[src/rtl/wseq_pkg.sv]
package wseq_pkg;
  localparam int CTL_W     = 3;
  localparam int RDY_W     = 2;
  localparam int VEC_AW    = 4;
  localparam int VEC_DEPTH = 1 << VEC_AW;

  typedef struct packed {
    logic              last;
    logic              inc;
    logic              adv;
    logic [VEC_AW-1:0] tgt;
    logic              br;
    logic [RDY_W-1:0]  pol;
    logic [RDY_W-1:0]  mask;
    logic [CTL_W-1:0]  ctl;
  } vec_t;

  localparam int VEC_W = $bits(vec_t);

  typedef enum logic {ST_IDLE, ST_RUN} st_e;
endpackage

[src/rtl/wseq_rst_sync.sv]
module wseq_rst_sync (
  input  logic clk,
  input  logic rst_n,
  output logic rst_n_sync
);
  logic [1:0] sync_q;

  always_ff @(posedge clk or negedge rst_n) begin
    if (!rst_n) sync_q <= 2'b00;
    else        sync_q <= {sync_q[0], 1'b1};
  end

  assign rst_n_sync = sync_q[1];
endmodule

[src/rtl/wseq_vec_mem.sv]
module wseq_vec_mem
  import wseq_pkg::*;
(
  input  logic              clk,
  input  logic              rst_n,
  input  logic              we,
  input  logic [VEC_AW-1:0] waddr,
  input  vec_t              wdata,
  input  logic [VEC_AW-1:0] raddr,
  output vec_t              rdata
);
  vec_t ent_arr [VEC_DEPTH];

  for (genvar g = 0; g < VEC_DEPTH; g++) begin : g_ent
    logic wr_en;
    vec_t ent_q;
    assign wr_en = we && (waddr == VEC_AW'(g));
    always_ff @(posedge clk or negedge rst_n) begin
      if (!rst_n)     ent_q <= '0;
      else if (wr_en) ent_q <= wdata;
    end
    assign ent_arr[g] = ent_q;
  end

  assign rdata = ent_arr[raddr];
endmodule

[src/rtl/wseq_step.sv]
module wseq_step
  import wseq_pkg::*;
(
  input  vec_t              cur,
  input  logic [VEC_AW-1:0] idx,
  input  logic [RDY_W-1:0]  rdy,
  input  logic              dir_to_dev,
  input  logic              fifo_empty,
  input  logic              fifo_full,
  output logic              fire,
  output logic [VEC_AW-1:0] nxt
);
  logic [RDY_W-1:0] bit_ok;
  logic             rdy_match;
  logic             fifo_block;

  for (genvar b = 0; b < RDY_W; b++) begin : g_rdy
    assign bit_ok[b] = !cur.mask[b] || (rdy[b] == cur.pol[b]);
  end

  always_comb begin
    rdy_match  = &bit_ok;
    fifo_block = cur.adv && (dir_to_dev ? fifo_empty : fifo_full);
    fire       = !fifo_block && (cur.br || rdy_match);
    nxt        = (cur.br && rdy_match) ? cur.tgt : idx + 1'b1;
  end
endmodule

[src/rtl/wseq_txn_cnt.sv]
module wseq_txn_cnt #(
  parameter int CW = 32
) (
  input  logic          clk,
  input  logic          rst_n,
  input  logic          load_en,
  input  logic [CW-1:0] load_val,
  input  logic          dec_en,
  output logic [CW-1:0] count,
  output logic          is_zero,
  output logic          is_one
);
  logic [CW-1:0] cnt_q, cnt_d;
  logic          cnt_en;

  always_comb begin
    cnt_en = load_en || dec_en;
    cnt_d  = load_en ? load_val : cnt_q - CW'(1);
  end

  always_ff @(posedge clk or negedge rst_n) begin
    if (!rst_n)      cnt_q <= '0;
    else if (cnt_en) cnt_q <= cnt_d;
  end

  assign count   = cnt_q;
  assign is_zero = (cnt_q == '0);
  assign is_one  = (cnt_q == CW'(1));
endmodule

[src/rtl/wseq_ctrl.sv]
module wseq_ctrl
  import wseq_pkg::*;
(
  input  logic              clk,
  input  logic              rst_n,
  input  logic              start,
  input  logic              abort,
  input  logic              fire,
  input  logic              last,
  input  logic [VEC_AW-1:0] nxt,
  input  logic              cnt_zero,
  input  logic              cnt_one,
  input  logic              idle_we,
  input  logic [CTL_W-1:0]  idle_wdata,
  output logic              busy,
  output logic              done,
  output logic [VEC_AW-1:0] idx,
  output logic [CTL_W-1:0]  idle_ctl,
  output logic              go,
  output logic              dec_en
);
  st_e               state_q, state_d;
  logic [VEC_AW-1:0] idx_q, idx_d;
  logic              done_q, done_d;
  logic [CTL_W-1:0]  idle_q;

  always_comb begin
    state_d = state_q;
    idx_d   = idx_q;
    done_d  = done_q;
    unique case (state_q)
      ST_IDLE: begin
        if (abort) begin
          done_d = 1'b0;
        end else if (start) begin
          if (cnt_zero) begin
            done_d = 1'b1;
          end else begin
            state_d = ST_RUN;
            idx_d   = '0;
            done_d  = 1'b0;
          end
        end
      end
      ST_RUN: begin
        if (abort) begin
          state_d = ST_IDLE;
          idx_d   = '0;
        end else if (fire) begin
          if (last) begin
            idx_d = '0;
            if (cnt_one) begin
              state_d = ST_IDLE;
              done_d  = 1'b1;
            end
          end else begin
            idx_d = nxt;
          end
        end
      end
      default: state_d = ST_IDLE;
    endcase
  end

  always_ff @(posedge clk or negedge rst_n) begin
    if (!rst_n) begin
      state_q <= ST_IDLE;
      idx_q   <= '0;
      done_q  <= 1'b0;
    end else begin
      state_q <= state_d;
      idx_q   <= idx_d;
      done_q  <= done_d;
    end
  end

  always_ff @(posedge clk or negedge rst_n) begin
    if (!rst_n)       idle_q <= '0;
    else if (idle_we) idle_q <= idle_wdata;
  end

  assign busy     = (state_q == ST_RUN);
  assign done     = done_q;
  assign idx      = idx_q;
  assign idle_ctl = idle_q;
  assign go       = busy && fire && !abort;
  assign dec_en   = go && last;
endmodule

[src/rtl/bus_wave_engine.sv]
module bus_wave_engine
  import wseq_pkg::*;
#(
  parameter int CNT_W = 32
) (
  input  logic              clk,
  input  logic              rst_n,
  input  logic              vec_we,
  input  logic [VEC_AW-1:0] vec_addr,
  input  logic [VEC_W-1:0]  vec_wdata,
  input  logic              cnt_we,
  input  logic [CNT_W-1:0]  cnt_wdata,
  input  logic              idle_we,
  input  logic [CTL_W-1:0]  idle_wdata,
  input  logic              start,
  input  logic              abort,
  input  logic              dir_to_dev,
  input  logic              fifo_empty,
  input  logic              fifo_full,
  input  logic [RDY_W-1:0]  rdy,
  output logic [CTL_W-1:0]  ctl,
  output logic              fifo_adv,
  output logic              addr_inc,
  output logic              busy,
  output logic              done,
  output logic [CNT_W-1:0]  txn_count,
  output logic [VEC_AW-1:0] vec_ptr
);
  logic              rst_n_i;
  vec_t              cur;
  logic              fire;
  logic [VEC_AW-1:0] nxt;
  logic              cnt_zero, cnt_one;
  logic              go, dec_en;
  logic [CTL_W-1:0]  idle_ctl;
  logic              tbl_we, cnt_load;

  assign tbl_we   = vec_we && !busy;
  assign cnt_load = cnt_we && !busy;

  wseq_rst_sync u_rst (
    .clk        (clk),
    .rst_n      (rst_n),
    .rst_n_sync (rst_n_i)
  );

  wseq_vec_mem u_mem (
    .clk   (clk),
    .rst_n (rst_n_i),
    .we    (tbl_we),
    .waddr (vec_addr),
    .wdata (vec_t'(vec_wdata)),
    .raddr (vec_ptr),
    .rdata (cur)
  );

  wseq_step u_step (
    .cur        (cur),
    .idx        (vec_ptr),
    .rdy        (rdy),
    .dir_to_dev (dir_to_dev),
    .fifo_empty (fifo_empty),
    .fifo_full  (fifo_full),
    .fire       (fire),
    .nxt        (nxt)
  );

  wseq_txn_cnt #(.CW(CNT_W)) u_cnt (
    .clk      (clk),
    .rst_n    (rst_n_i),
    .load_en  (cnt_load),
    .load_val (cnt_wdata),
    .dec_en   (dec_en),
    .count    (txn_count),
    .is_zero  (cnt_zero),
    .is_one   (cnt_one)
  );

  wseq_ctrl u_ctrl (
    .clk        (clk),
    .rst_n      (rst_n_i),
    .start      (start),
    .abort      (abort),
    .fire       (fire),
    .last       (cur.last),
    .nxt        (nxt),
    .cnt_zero   (cnt_zero),
    .cnt_one    (cnt_one),
    .idle_we    (idle_we),
    .idle_wdata (idle_wdata),
    .busy       (busy),
    .done       (done),
    .idx        (vec_ptr),
    .idle_ctl   (idle_ctl),
    .go         (go),
    .dec_en     (dec_en)
  );

  assign ctl      = busy ? cur.ctl : idle_ctl;
  assign fifo_adv = go && cur.adv;
  assign addr_inc = go && cur.inc;
endmodule

[config.mk]
export PLATFORM = sky130hd
export DESIGN_NAME = bus_wave_engine
export DESIGN_NICKNAME = d
export VERILOG_FILES = /design/src/rtl/wseq_pkg.sv /design/src/rtl/wseq_rst_sync.sv /design/src/rtl/wseq_vec_mem.sv /design/src/rtl/wseq_step.sv /design/src/rtl/wseq_txn_cnt.sv /design/src/rtl/wseq_ctrl.sv /design/src/rtl/bus_wave_engine.sv
export SDC_FILE = /design/constraint.sdc
export NUM_CORES = 1
export LEC_CHECK = 0
export ABC_CLOCK_PERIOD_IN_PS = 10100
export BUFFER_PORTS_ARGS = -buffer_cell sky130_fd_sc_hd__buf_4
export CORE_ASPECT_RATIO = 1.75
export CORE_MARGIN = 4
export CORE_UTILIZATION = 24
export CTS_CLUSTER_SIZE = 14
export DETAILED_ROUTE_END_ITERATION = 12
export PLACE_DENSITY = 0.35
export RECOVER_POWER = 25
export SYNTH_ARGS = -nofsm -noshare
export SYNTH_HDL_FRONTEND = slang
export SYNTH_HIERARCHICAL = 1
export SYNTH_SLANG_ARGS = --single-unit
[constraint.sdc]
create_clock -name clk -period 10.1 [get_ports clk]
set_clock_uncertainty 0.05 [all_clocks]
set_input_delay 2.02 -clock clk [delete_from_list [all_inputs] [get_ports clk]]
set_output_delay 2.02 -clock clk [all_outputs]
set_load 0.1 [all_outputs]
# ---- Word-level counts from Yosys, hierarchy flattened
# Cells that the tools add are included.
dict set report classes {
  reduce_logical 40
  n_mux 30
  addsub 2
  eq_ne 27
  bitwise 2
  n_lt_le_gt_ge 1
}
# cell n
set op_table {}
lappend op_table {{15-bit binary-select mux with 4-bit select} 1}
lappend op_table {{32-bit by 1-bit == test with 1-bit output, second input constant} 1}
lappend op_table {{4-bit == test, second input constant} 8}
lappend op_table {{32-bit logical NOT} 1}
lappend op_table {{32-bit 2-to-1 mux} 1}
lappend op_table {{32-bit by 1-bit subtractor with 32-bit output, second input constant} 1}
lappend op_table {{15-bit 2-to-1 mux} 2}
lappend op_table {{4-bit 2-to-1 mux} 7}
lappend op_table {{1-bit logical AND} 26}
lappend op_table {{4-bit by 3-bit == test with 1-bit output, second input constant} 4}
lappend op_table {{1-bit 2-to-1 mux} 15}
lappend op_table {{2-bit inequality test, second input constant} 6}
lappend op_table {{4-bit by 2-bit == test with 1-bit output, second input constant} 2}
lappend op_table {{4-bit one-hot mux with 2 select lines} 1}
lappend op_table {{5-bit >= comparator, second input constant} 1}
lappend op_table {{1-bit logical NOT} 5}
lappend op_table {{4-bit NOT with 5-bit output} 1}
lappend op_table {{5-bit AND reduction} 1}
lappend op_table {{4-bit by 1-bit adder with 4-bit output, second input constant} 1}
lappend op_table {{4-bit by 1-bit == test with 1-bit output, second input constant} 1}
lappend op_table {{4-bit logical NOT} 1}
lappend op_table {{1-bit logical OR} 4}
lappend op_table {{1-bit one-hot mux with 2 select lines} 2}
lappend op_table {{4-bit AND reduction} 1}
lappend op_table {{7 further kinds} 8}
dict set report word_totals {
  wordCells 236
  ff_bits 283
  output_inout_bits 43
}

# ---- Logic depth before layout (Yosys ltp)
# Gate-level depths: netlist of the first run.
dict set report logic_depth {
  ltp_word 13
  ltp_mapped 15
}

# ---- Hierarchy
# The synthesis of the first run kept the hierarchy.
# module cells_each instances area_per_inst_um2 seq_area_each_um2
set modules_own_cells {}
lappend modules_own_cells {wseq_vec_mem 669 1 10729.0 6005.8}
lappend modules_own_cells {wseq_txn_cnt 202 1 1846.8 800.8}
lappend modules_own_cells {wseq_ctrl 39 1 449.2 225.2}
lappend modules_own_cells {wseq_step 16 1 157.7 0.0}
lappend modules_own_cells {bus_wave_engine 7 1 63.8 0.0}
lappend modules_own_cells {wseq_rst_sync 3 1 53.8 50.0}

# ---- Least setup slack after synthesis of the first run
# OpenSTA, ideal clock, no wires.
dict set report synth_timing {
  path_kind {flip-flop to output port}
  startpoint {register u_ctrl.idx_q[0], in the netlist u_ctrl/idx[0]}
  endpoint {output port fifo_adv}
  path_slack_ns 4.115
  n_path_buf 2
  path_stages_with_launch 11
  arrival_ns 3.915
  cell_sequence {dfrtp_1 > clkbuf_1 > buf_2 > mux4_2 > a22oi_1 > nand2_1 > xor2_1 > a22o_1 > a22oi_1 > and3b_2 > and2_1}
}
# element line_no
set synth_rtl {}
lappend synth_rtl {{start: declaration} wseq_ctrl.sv:23} ;# logic [VEC_AW-1:0] idx_q, idx_d;
lappend synth_rtl {{start signal: assignment} wseq_ctrl.sv:72} ;# idx_q <= idx_d;
lappend synth_rtl {{end: declaration} bus_wave_engine.sv:22} ;# output logic fifo_adv,

==> metrics, run 1 <==
via count=8083; max_slew headroom=-187%; post-DR vias/cell=4.66; Final Instance Area=0.0159 mm²; critical-path maximum fanout=162; share of cells above drive strength 1=49.1%; post-route core utilization=29.1%; Max H-tree Level=1; Final Hold Slack=303 ps; initial antenna violation count=2; vias in the first global route=8948; Area Growth Syn to Fin=19.3%; Syn Area/Cell=14.2 µm²; Core Box Area=0.0546 mm²; kind of critical path=reg2async; Sw Share=30.1%; cts hold-fix bufs=0; GRT Util Overall=14.1%; hpwl dp=26400 µm; leakage=6.57 nW; Total Wirelength=42000 µm; total gr overflow=0; P_sw=1.06 mW; crit share post-route=65.6%; largest net degree at the start of global routing=163; Layout Nets=1095; Clock Sink Count=283; Die Height=319 µm; CTS Buf Count=30; port bufs=108; deepest clock path buffer count=3; Post-synth EDFFs=0; DRT Pass-1 Iters=6; DRT antenna net count=0; Max Freq=0.151 GHz; Power Dens Cells=223 mW/mm²; Netlist cell types=49; worst path bufs/invs=1; CP max-delay cell=clkbuf_2; cells along the critical path=clkbuf_2; total setup buffers inserted after CTS=0; CP delay by family, top=buffers and inverters; YS warnings=6; delay of the slowest critical-path stage=3090 ps; Combinational Power Share=23.4%; cts repair resizes=0; Net Count, Synth=1005; fin. max-slew vios=216; class of the worst hold path=reg2reg; DIE AREA=0.0594 mm²; clock network power share=32.6%; Synth Instances=936; crit end category=asynchronous set/reset pin; drt initial violations=229; clk slew on worst S/H paths=60 ps; Clock Latency Late Sink=570 ps; Worst Max-Slew Pin Slew=4300 ps; first-pass GRT wire length=62100 µm; Die Wd=186 µm; CTS tree=yes; unrepaired setup endpoints after global routing=false; Layout Cells excl Fill=1735; Initial Util=24.4%; VDD IR max=0.000135 V; Ports=109; final setup TNS=0 ps; fillers=5520; routed len/inst=24.2 µm; critical path arrival=5630 ps; Final min period=6620 ps; critical path data required time=9100 ps; Max Cap Viol=2; final hold violation count=0; internal power=2.47 mW; FFs w/ async S/R, synth=100%; FP Rows=113; Top FF cell, synth=dfrtp_1; status=finished, violations left; DRC errors left=0; cell area after synthesis=0.0133 mm²; FF+latch count, synth=283; Post-Place Cells=1684; Post-Place Cell Area=0.0149 mm²; Flop pwr share=44.0%; CP startpoint kind=flip-flop; GPL Wtd Cong=0.727; sequential cell area fraction in the yosys report=53.2%; clock root buffer=clkbuf_16; final setup vio count=0; failing checks=capacitance limit, slew limit
==> registers in the layout, indices dropped and copies added (netlist names) <==
signal and flops:
u_cnt/count 32, u_rst/sync_q 2, u_ctrl/idx 4, u_mem/ent_arr 240, u_ctrl/idle_ctl 3, u_ctrl/done 1, u_ctrl/busy 1
==> layout by cell type, fill, tap and decap left out, types with 10 or more instances in the layout <==
cell type | synthesis | final
dfrtp_1 | 283 | 281
mux2_2 | 248 | 248
buf_4 | 1 | 124
mux4_2 | 60 | 60
nand2_1 | 57 | 57
clkbuf_16 | 0 | 31
a22oi_1 | 31 | 31
xnor2_1 | 27 | 27
o21ai_0 | 22 | 22
nor3_1 | 13 | 13
nor4_2 | 10 | 10
o21ai_1 | 10 | 10
==> power by group through the flow <==
| stage | Sequential (mW) | Combinational (mW) | Clock, mW |
|---|---|---|---|
| final | 1.55 | 0.828 | 1.15 |
| after global routing | 1.59 | 0.897 | 1.24 |
| after CTS | 1.56 | 0.847 | 1.20 |
| after detailed placement | 1.58 | 0.846 | 0 |
| after global placement | 1.58 | 0.836 | 0 |
| after floorplan | 1.66 | 0.512 | 0 |
==> through the flow <==
| step | power, mW | setup WS [ps] |
|---|---|---|
| floorplan | 2.18 | 1580 |
| global placement | 2.41 | 4270 |
| detailed placement | 2.43 | 4270 |
| CTS | 3.61 | 3640 |
| global route | 3.73 | 1970 |
| finish | 3.53 | 3480 |
==> cell usage after synthesis (2+ instances only) <==
master | number | area, µm²
a21oi_1 | 2 | 10.0
a22oi_1 | 31 | 233
and2_1 | 3 | 18.8
and2b_2 | 2 | 17.5
and3_1 | 2 | 12.5
buf_2 | 24 | 120
clkbuf_1 | 42 | 158
dfrtp_1 | 283 | 7080
ha_1 | 3 | 37.5
inv_1 | 9 | 33.8
mux2_1 | 3 | 33.8
mux2_2 | 248 | 2790
mux2i_1 | 5 | 50.1
mux4_2 | 60 | 1350
nand2_1 | 57 | 214
nand2b_1 | 8 | 50.1
nand3_1 | 6 | 30.0
nand3b_1 | 3 | 22.5
nor2_1 | 19 | 71.3
nor2b_1 | 3 | 18.8
nor3_1 | 13 | 65.1
nor3b_1 | 3 | 22.5
nor4_1 | 5 | 31.3
nor4_2 | 10 | 125
o21ai_0 | 22 | 110
o21ai_1 | 10 | 50.1
or3_1 | 6 | 37.5
xnor2_1 | 27 | 236
xor2_1 | 7 | 61.3
==> cell type report <==
class                   count  area [µm²]  share of cell area, %
inverters                   9        33.8                  0.213
flip-flops and latches    283        7090                   44.7
diodes                      1        2.50                 0.0158
multi-input cells         575        5950                   37.5
clock inverters             6         108                  0.678
clock buffers              44         885                   5.57
repair buffers            127         943                   5.94
well taps                 690         863                   5.44
==> cell families (layout without fill, tap and decap cells) <==
logic type                 Yosys count  count (layout)  synth area share [%]
AOI/OAI and AO/OA                   73              73                  3.80
xor gates and xnor gates            34              34                  2.24
adders and majority gates            3               3                 0.282
buffers and inverters               78             186                  2.52
DFF                                283             283                  53.2
muxes                              316             316                  31.8
other                                1               2                0.0282
and+or+nand+nor                    148             148                  6.10
==> worst paths after layout <==
kind	from	endpoint	slack [ps]	cells past startpoint
max	u_rst/sync_q[1]	u_ctrl/idx[0]	3480	1
min	u_rst/sync_q[0]	u_rst/sync_q[1]	300	0
max reg2reg	u_rst/sync_q[1]	u_ctrl/idx[0]	3480	1
min reg2reg	u_rst/sync_q[0]	u_rst/sync_q[1]	300	0
max in group clk	u_ctrl/idx[0]	fifo_adv	3770	10
min in group asynchronous	u_rst/sync_q[1]	u_mem/ent_arr[205]	830	0
==> per-layer routing <==
layer / vias to the layer above / GRT usage (%) / wire (µm)
met1: 4289 / 16.4 / 16400
li1: 3601 / - / -
met5: - / 0 / 7
met4: 2 / 2.98 / 706
met3: 26 / 1.83 / 1560
met2: 165 / 27.2 / 23300
No activity file was read; power rests on OpenSTA's default activity.
==> run 2, diff against run 1 <==
--- a/config.mk
+++ b/config.mk
@@ -5,14 +5,14 @@
 export SDC_FILE = /design/constraint.sdc
 export NUM_CORES = 1
 export LEC_CHECK = 0
-export ABC_CLOCK_PERIOD_IN_PS = 10100
+export ABC_CLOCK_PERIOD_IN_PS = 5700
 export BUFFER_PORTS_ARGS = -buffer_cell sky130_fd_sc_hd__buf_4
 export CORE_ASPECT_RATIO = 1.75
 export CORE_MARGIN = 4
 export CORE_UTILIZATION = 24
 export CTS_CLUSTER_SIZE = 14
 export DETAILED_ROUTE_END_ITERATION = 12
-export PLACE_DENSITY = 0.35
+export PLACE_DENSITY = 0.36
 export RECOVER_POWER = 25
 export SYNTH_ARGS = -nofsm -noshare
 export SYNTH_HDL_FRONTEND = slang
==> constraint.sdc (replaced) <==
create_clock -name clk -period 5.7 [get_ports clk]
set_clock_uncertainty 0.05 [all_clocks]
set_input_delay 1.14 -clock clk [delete_from_list [all_inputs] [get_ports clk]]
set_output_delay 1.14 -clock clk [all_outputs]
set_load 0.1 [all_outputs]
==> run 2 against run 1 <==
Effect of this change:
- the run still ends with capacitance limit, slew limit left
- die area unchanged
- core utilization up 0.50 points
- setup slack worse by 2700 ps
- routed wire length up 0.33%
- sequential power up 78%
- clock power up 100%
- total power up 86%
- global-route usage up 0.091 points
- critical endpoint is now addr_inc
- highest routed layer unchanged
==> metrics, run 2 (synthesis gave the netlist of run 1 again) <==
drt initial violations=278 (+21%); post-DR vias/cell=4.65 (about the same); Final Instance Area=0.0161 mm² (+1.7%); total setup buffers inserted after CTS=0 (unchanged); crit end category=output port; Area Growth Syn to Fin=21.4%; Total Wirelength=42100 µm (+0.33%); Max Freq=0.205 GHz; GPL Wtd Cong=0.721 (-0.82%); clock root buffer=clkbuf_16; startpoint of the worst register-to-register path=u_ctrl/idx[0]; initial antenna violation count=3 (+1); GRT Util Overall=14.2% (+0.091 points); clk slew on worst S/H paths=60 ps (about the same); DRC errors left=0 (unchanged); routed len/inst=24.1 µm (-0.59%); Worst Setup EP=addr_inc; setup ws final=816 ps (-2660 ps); critical path data required time=4510 ps (-4590 ps); DRT antenna net count=0 (unchanged); Die Wd=186 µm (unchanged); final setup vio count=0 (unchanged); largest net degree at the start of global routing=127 (-22%); final setup TNS=0 ps (unchanged); most frequent cells in the layout=281 x dfrtp_1, 248 x mux2_2, 128 x buf_4; pre-CTS setup slack=1290 ps (-2980 ps); cts repair resizes=0 (unchanged); critical-path maximum fanout=21 (-87%); CP startpoint=u_ctrl/idx[0]; via count=8150 (+0.83%); critical path arrival=3690 ps (-1940 ps); hpwl dp=27300 µm (+3.2%); Max Cap Viol=1 (-1); Final min period=4880 ps; Worst Max-Slew Pin Slew=1950 ps (-2350 ps); Post-Place Cells=1689 (+0.30%); class of the worst hold path=reg2reg; total gr overflow=0 (unchanged); Clock Latency Late Sink=520 ps (-50 ps); Die Height=319 µm (unchanged); crit share post-route=85.7%; VDD IR max=0.000150 V (+11%); final hold violation count=0 (unchanged); Max H-tree Level=2 (+1); Core Box Area=0.0546 mm² (unchanged); kind of critical path=reg2out; first-pass GRT wire length=62700 µm (+0.87%); failing checks=capacitance limit, slew limit; Layout Cells excl Fill=1751 (+0.92%); share of cells above drive strength 1=49.9% (+0.77 points); Ports=109 (unchanged); worst reg-to-reg setup slack=1470 ps (-2010 ps); DRT Pass-1 Iters=4 (-2); fillers=5568 (+0.87%); fin. max-slew vios=75 (-65%); reg2reg end=u_cnt/count[17]; Initial Util=24.4% (unchanged); FP Rows=113 (unchanged); Post-Place Cell Area=0.0150 mm² (+0.44%); Power Dens Cells=407 mW/mm² (+83%); vias in the first global route=9109 (+1.8%); Clock Sink Count=283 (unchanged); leakage=6.71 nW (+2.1%); CTS Buf Count=34 (+13%); R2R depth=12 (+11); Layout Nets=1104 (+0.82%); port bufs=108 (unchanged); CTS tree=yes; unrepaired setup endpoints after global routing=false; CP startpoint kind=flip-flop; most common cell after layout, fill and taps aside=dfrtp_1; max_slew headroom=-30.3% (+160 points); deepest clock path buffer count=3 (unchanged); max reg flops=240 (unchanged); status=finished, violations left; DIE AREA=0.0594 mm² (unchanged); cts hold-fix bufs=0 (unchanged)
-- run 2: cell count changes in the layout (fill, tap and decap cells not counted), sizes merged --
cell,before,now
bufinv,3,4
clkinv,2,8
clkbuf,47,52
buf,124,129
clkinvlp,1,0
-- run 2: routing by layer --
layer | GRT usage [%] | vias up | wire [µm]
li1 | - | 3634 | -
met1 | 16.6 | 4299 | 16700
met2 | 26.2 | 160 | 22600
met3 | 2.54 | 53 | 1800
met4 | 4.20 | 4 | 1040
met5 | 0 | - | 34
-- run 2: worst min path at each step --
stage	startpoint	end	slack, ps	depth (start not counted)
2_1_floorplan	u_rst/sync_q[0]	u_rst/sync_q[1]	280	0
3_3_place_gp	u_rst/sync_q[1]	u_mem/ent_arr[145]	240	0
3_5_place_dp	u_rst/sync_q[1]	u_mem/ent_arr[145]	240	0
4_1_cts	u_rst/sync_q[1]	u_mem/ent_arr[10]	240	0
5_1_grt	u_rst/sync_q[0]	u_rst/sync_q[1]	310	0
6_report	u_rst/sync_q[0]	u_rst/sync_q[1]	300	0
-- run 2: worst max-delay path, cell delays in order (launching register included) --
cell and delay [ps]:
dfrtp_4 740, mux4_2 560, a22oi_1 260, nand2_1 100, xor2_1 220, a22o_1 290
a22oi_1 310, and3b_2 240, and2_1 140, buf_4 300
-- run 2: layout make-up --
type | count | area [µm²] | area share, %
clock buffers | 49 | 1030 | 6.39
diodes | 1 | 2.50 | 0.0155
repair buffers | 132 | 993 | 6.15
flip-flops and latches | 283 | 7090 | 43.9
inverters | 9 | 33.8 | 0.209
clock inverters | 12 | 171 | 1.06
well taps | 690 | 863 | 5.35
multi-input cells | 575 | 5960 | 36.9
-- run 2: per-stage QoR --
step           hold slack [ps]  utilization (%)  power [mW]
2_1_floorplan              281                -        3.85
3_3_place_gp               236             27.4        4.28
3_5_place_dp               237             27.4        4.30
4_1_cts                    236             29.6        6.71
5_1_grt                    307             29.6        6.91
6_report                   297             29.6        6.57
-- run 2: where the power goes --
part	switching (mW)	leakage (nW)	internal [mW]
logic	0.744	2.60	0.716
registers	0.296	3.51	2.47
clock network	0.900	0.597	1.44
total	1.94	6.71	4.63
==> run 3, diff against run 2 <==
--- a/config.mk
+++ b/config.mk
@@ -13,7 +13,6 @@
 export CTS_CLUSTER_SIZE = 14
 export DETAILED_ROUTE_END_ITERATION = 12
 export PLACE_DENSITY = 0.36
-export RECOVER_POWER = 25
 export SYNTH_ARGS = -nofsm -noshare
 export SYNTH_HDL_FRONTEND = slang
 export SYNTH_HIERARCHICAL = 1
==> run 3 against run 2 <==
Effect of this change:
- the run now ends clean
- clock power hardly changed
- combinational power is essentially flat
- flip-flop and latch count did not move
- design area is 0.16% higher
- fmax hardly changed
- register-to-register slack about the same
==> metrics, run 3 (synthesis gave the netlist of run 1 again) <==
status=finished clean; Die Wd=186 µm (unchanged); crit end category=output port; Clock Sink Count=283 (unchanged); most common cell after layout, fill and taps aside=dfrtp_1; CP max-delay cell=dfrtp_4; Die Height=319 µm (unchanged); Ports=109 (unchanged); class of the worst hold path=reg2async; kind of critical path=reg2out; Max Cap Viol=0 (-1); max_slew headroom=27.7% (+58 points); largest net degree at the start of global routing=127 (unchanged); DRT Pass-1 Iters=4 (unchanged); final hold violation count=0 (unchanged); Power Dens Cells=406 mW/mm² (-0.18%); final setup TNS=0 ps (unchanged); hpwl dp=27300 µm (unchanged); DIE AREA=0.0594 mm² (unchanged); Area Growth Syn to Fin=21.6%; DRC errors left=0 (unchanged); post-DR vias/cell=4.66 (about the same); GPL Wtd Cong=0.721 (unchanged); deepest clock path buffer count=3 (unchanged); M1 wire length=16600 µm (-0.26%); final setup vio count=0 (unchanged); Initial Util=24.4% (unchanged); total gr overflow=0 (unchanged); unrepaired setup endpoints after global routing=false; port bufs=108 (unchanged); initial antenna violation count=3 (unchanged); CTS tree=yes; first-pass GRT wire length=62700 µm (unchanged); DRT antenna net count=0 (unchanged); Layout Cells excl Fill=1751 (unchanged); Final min period=4890 ps (+1.97 ps); drt initial violations=291 (+4.7%); Pwr Total=6.57 mW (about the same); delay of the slowest critical-path stage=740 ps (about the same); Core Box Area=0.0546 mm² (unchanged); routed len/inst=24.1 µm (about the same); clock root buffer=clkbuf_16; Worst path most repeated cell=a22oi_1; Clock Latency Late Sink=520 ps (about the same); leakage=6.72 nW (+0.17%); crit share post-route=85.7% (about the same); Max H-tree Level=2 (unchanged); Met2 Wirelength=22600 µm (+0.28%); Total Wirelength=42200 µm (about the same); Layout Nets=1104 (unchanged); FP Rows=113 (unchanged); cts hold-fix bufs=0 (unchanged); share of cells above drive strength 1=50.2% (+0.28 points); CP delay by family, top=compound AO/OA/AOI/OAI gates; fin. max-slew vios=0 (-100%); critical path arrival=3700 ps (about the same); VDD IR max=0.000150 V (about the same); Max Freq=0.205 GHz (about the same); clk slew on worst S/H paths=60 ps (about the same); CP startpoint kind=flip-flop; worst path bufs/invs=1 (unchanged); Worst Max-Slew Pin Slew=1080 ps (-869 ps); vias in the first global route=9109 (unchanged); Post-Place Cells=1689 (unchanged); total setup buffers inserted after CTS=0 (unchanged); most frequent cells in the layout=280 x dfrtp_1, 248 x mux2_2, 130 x buf_4; critical path data required time=4510 ps (about the same); cts repair resizes=0 (unchanged); WL met3=1820 µm (+1.2%); max layer used=met5; max reg flops=240 (unchanged); GRT Util Overall=14.2% (unchanged); cells along the critical path=mux4_2 -> a22oi_1 -> nand2_1 -> xor2_1 -> a22o_1 -> a22oi_1 -> and3b_2 -> and2_1 -> buf_4; via count=8158 (+0.098%); CTS Buf Count=34 (unchanged); fillers=5562 (-0.11%); critical-path maximum fanout=21 (unchanged)
[run 3: changes by cell type in the layout (fill, tap and decap cells not counted), sizes merged]
cell / change
buf: +3
clkbuf: -3
[run 3: worst paths after layout]
path,startpoint,depth (start not counted),to,slack (ps)
max in group asynchronous,u_rst/sync_q[1],1,u_mem/ent_arr[127],4250
hold / removal,u_rst/sync_q[1],0,u_mem/ent_arr[145],220
min in group clk,u_rst/sync_q[0],0,u_rst/sync_q[1],300
setup reg to reg,u_ctrl/idx[0],12,u_cnt/count[17],1460
setup / recovery,u_ctrl/idx[0],9,fifo_adv,810
hold reg to reg,u_rst/sync_q[1],0,u_mem/ent_arr[145],220
[run 3: area by class of cell]
type | instances | area, µm² | share of cell area, %
clock inverters | 12 | 171 | 1.06
inverters | 9 | 33.8 | 0.209
diodes | 1 | 2.50 | 0.0155
repair buffers | 132 | 1020 | 6.28
multi-input cells | 575 | 5960 | 36.9
flip-flops and latches | 283 | 7090 | 43.9
clock buffers | 49 | 1030 | 6.38
well taps | 690 | 863 | 5.34
[run 3: metrics by stage]
step           hold slack, ps  worst slack, ps  instance area, µm²  utilization (%)
3_5_place_dp              237             1290               15000             27.4
4_1_cts                   236              704               16200             29.6
3_3_place_gp              236             1290               15000             27.4
2_1_floorplan             281              595               13300                -
6_report                  219              814               16200             29.6
5_1_grt                   258              582               16200             29.6
[run 3: routing by layer]
layer	up-vias	GRT usage, %
met3	53	2.54
met2	158	26.2
met1	4308	16.6
met5	-	0
li1	3635	-
met4	4	4.20
[run 3: report_power, final]
group / switching, mW / internal (mW) / total, mW
sequential: 0.297 / 2.47 / 2.76
clock: 0.897 / 1.44 / 2.34
combinational: 0.744 / 0.718 / 1.46
total: 1.94 / 4.63 / 6.57
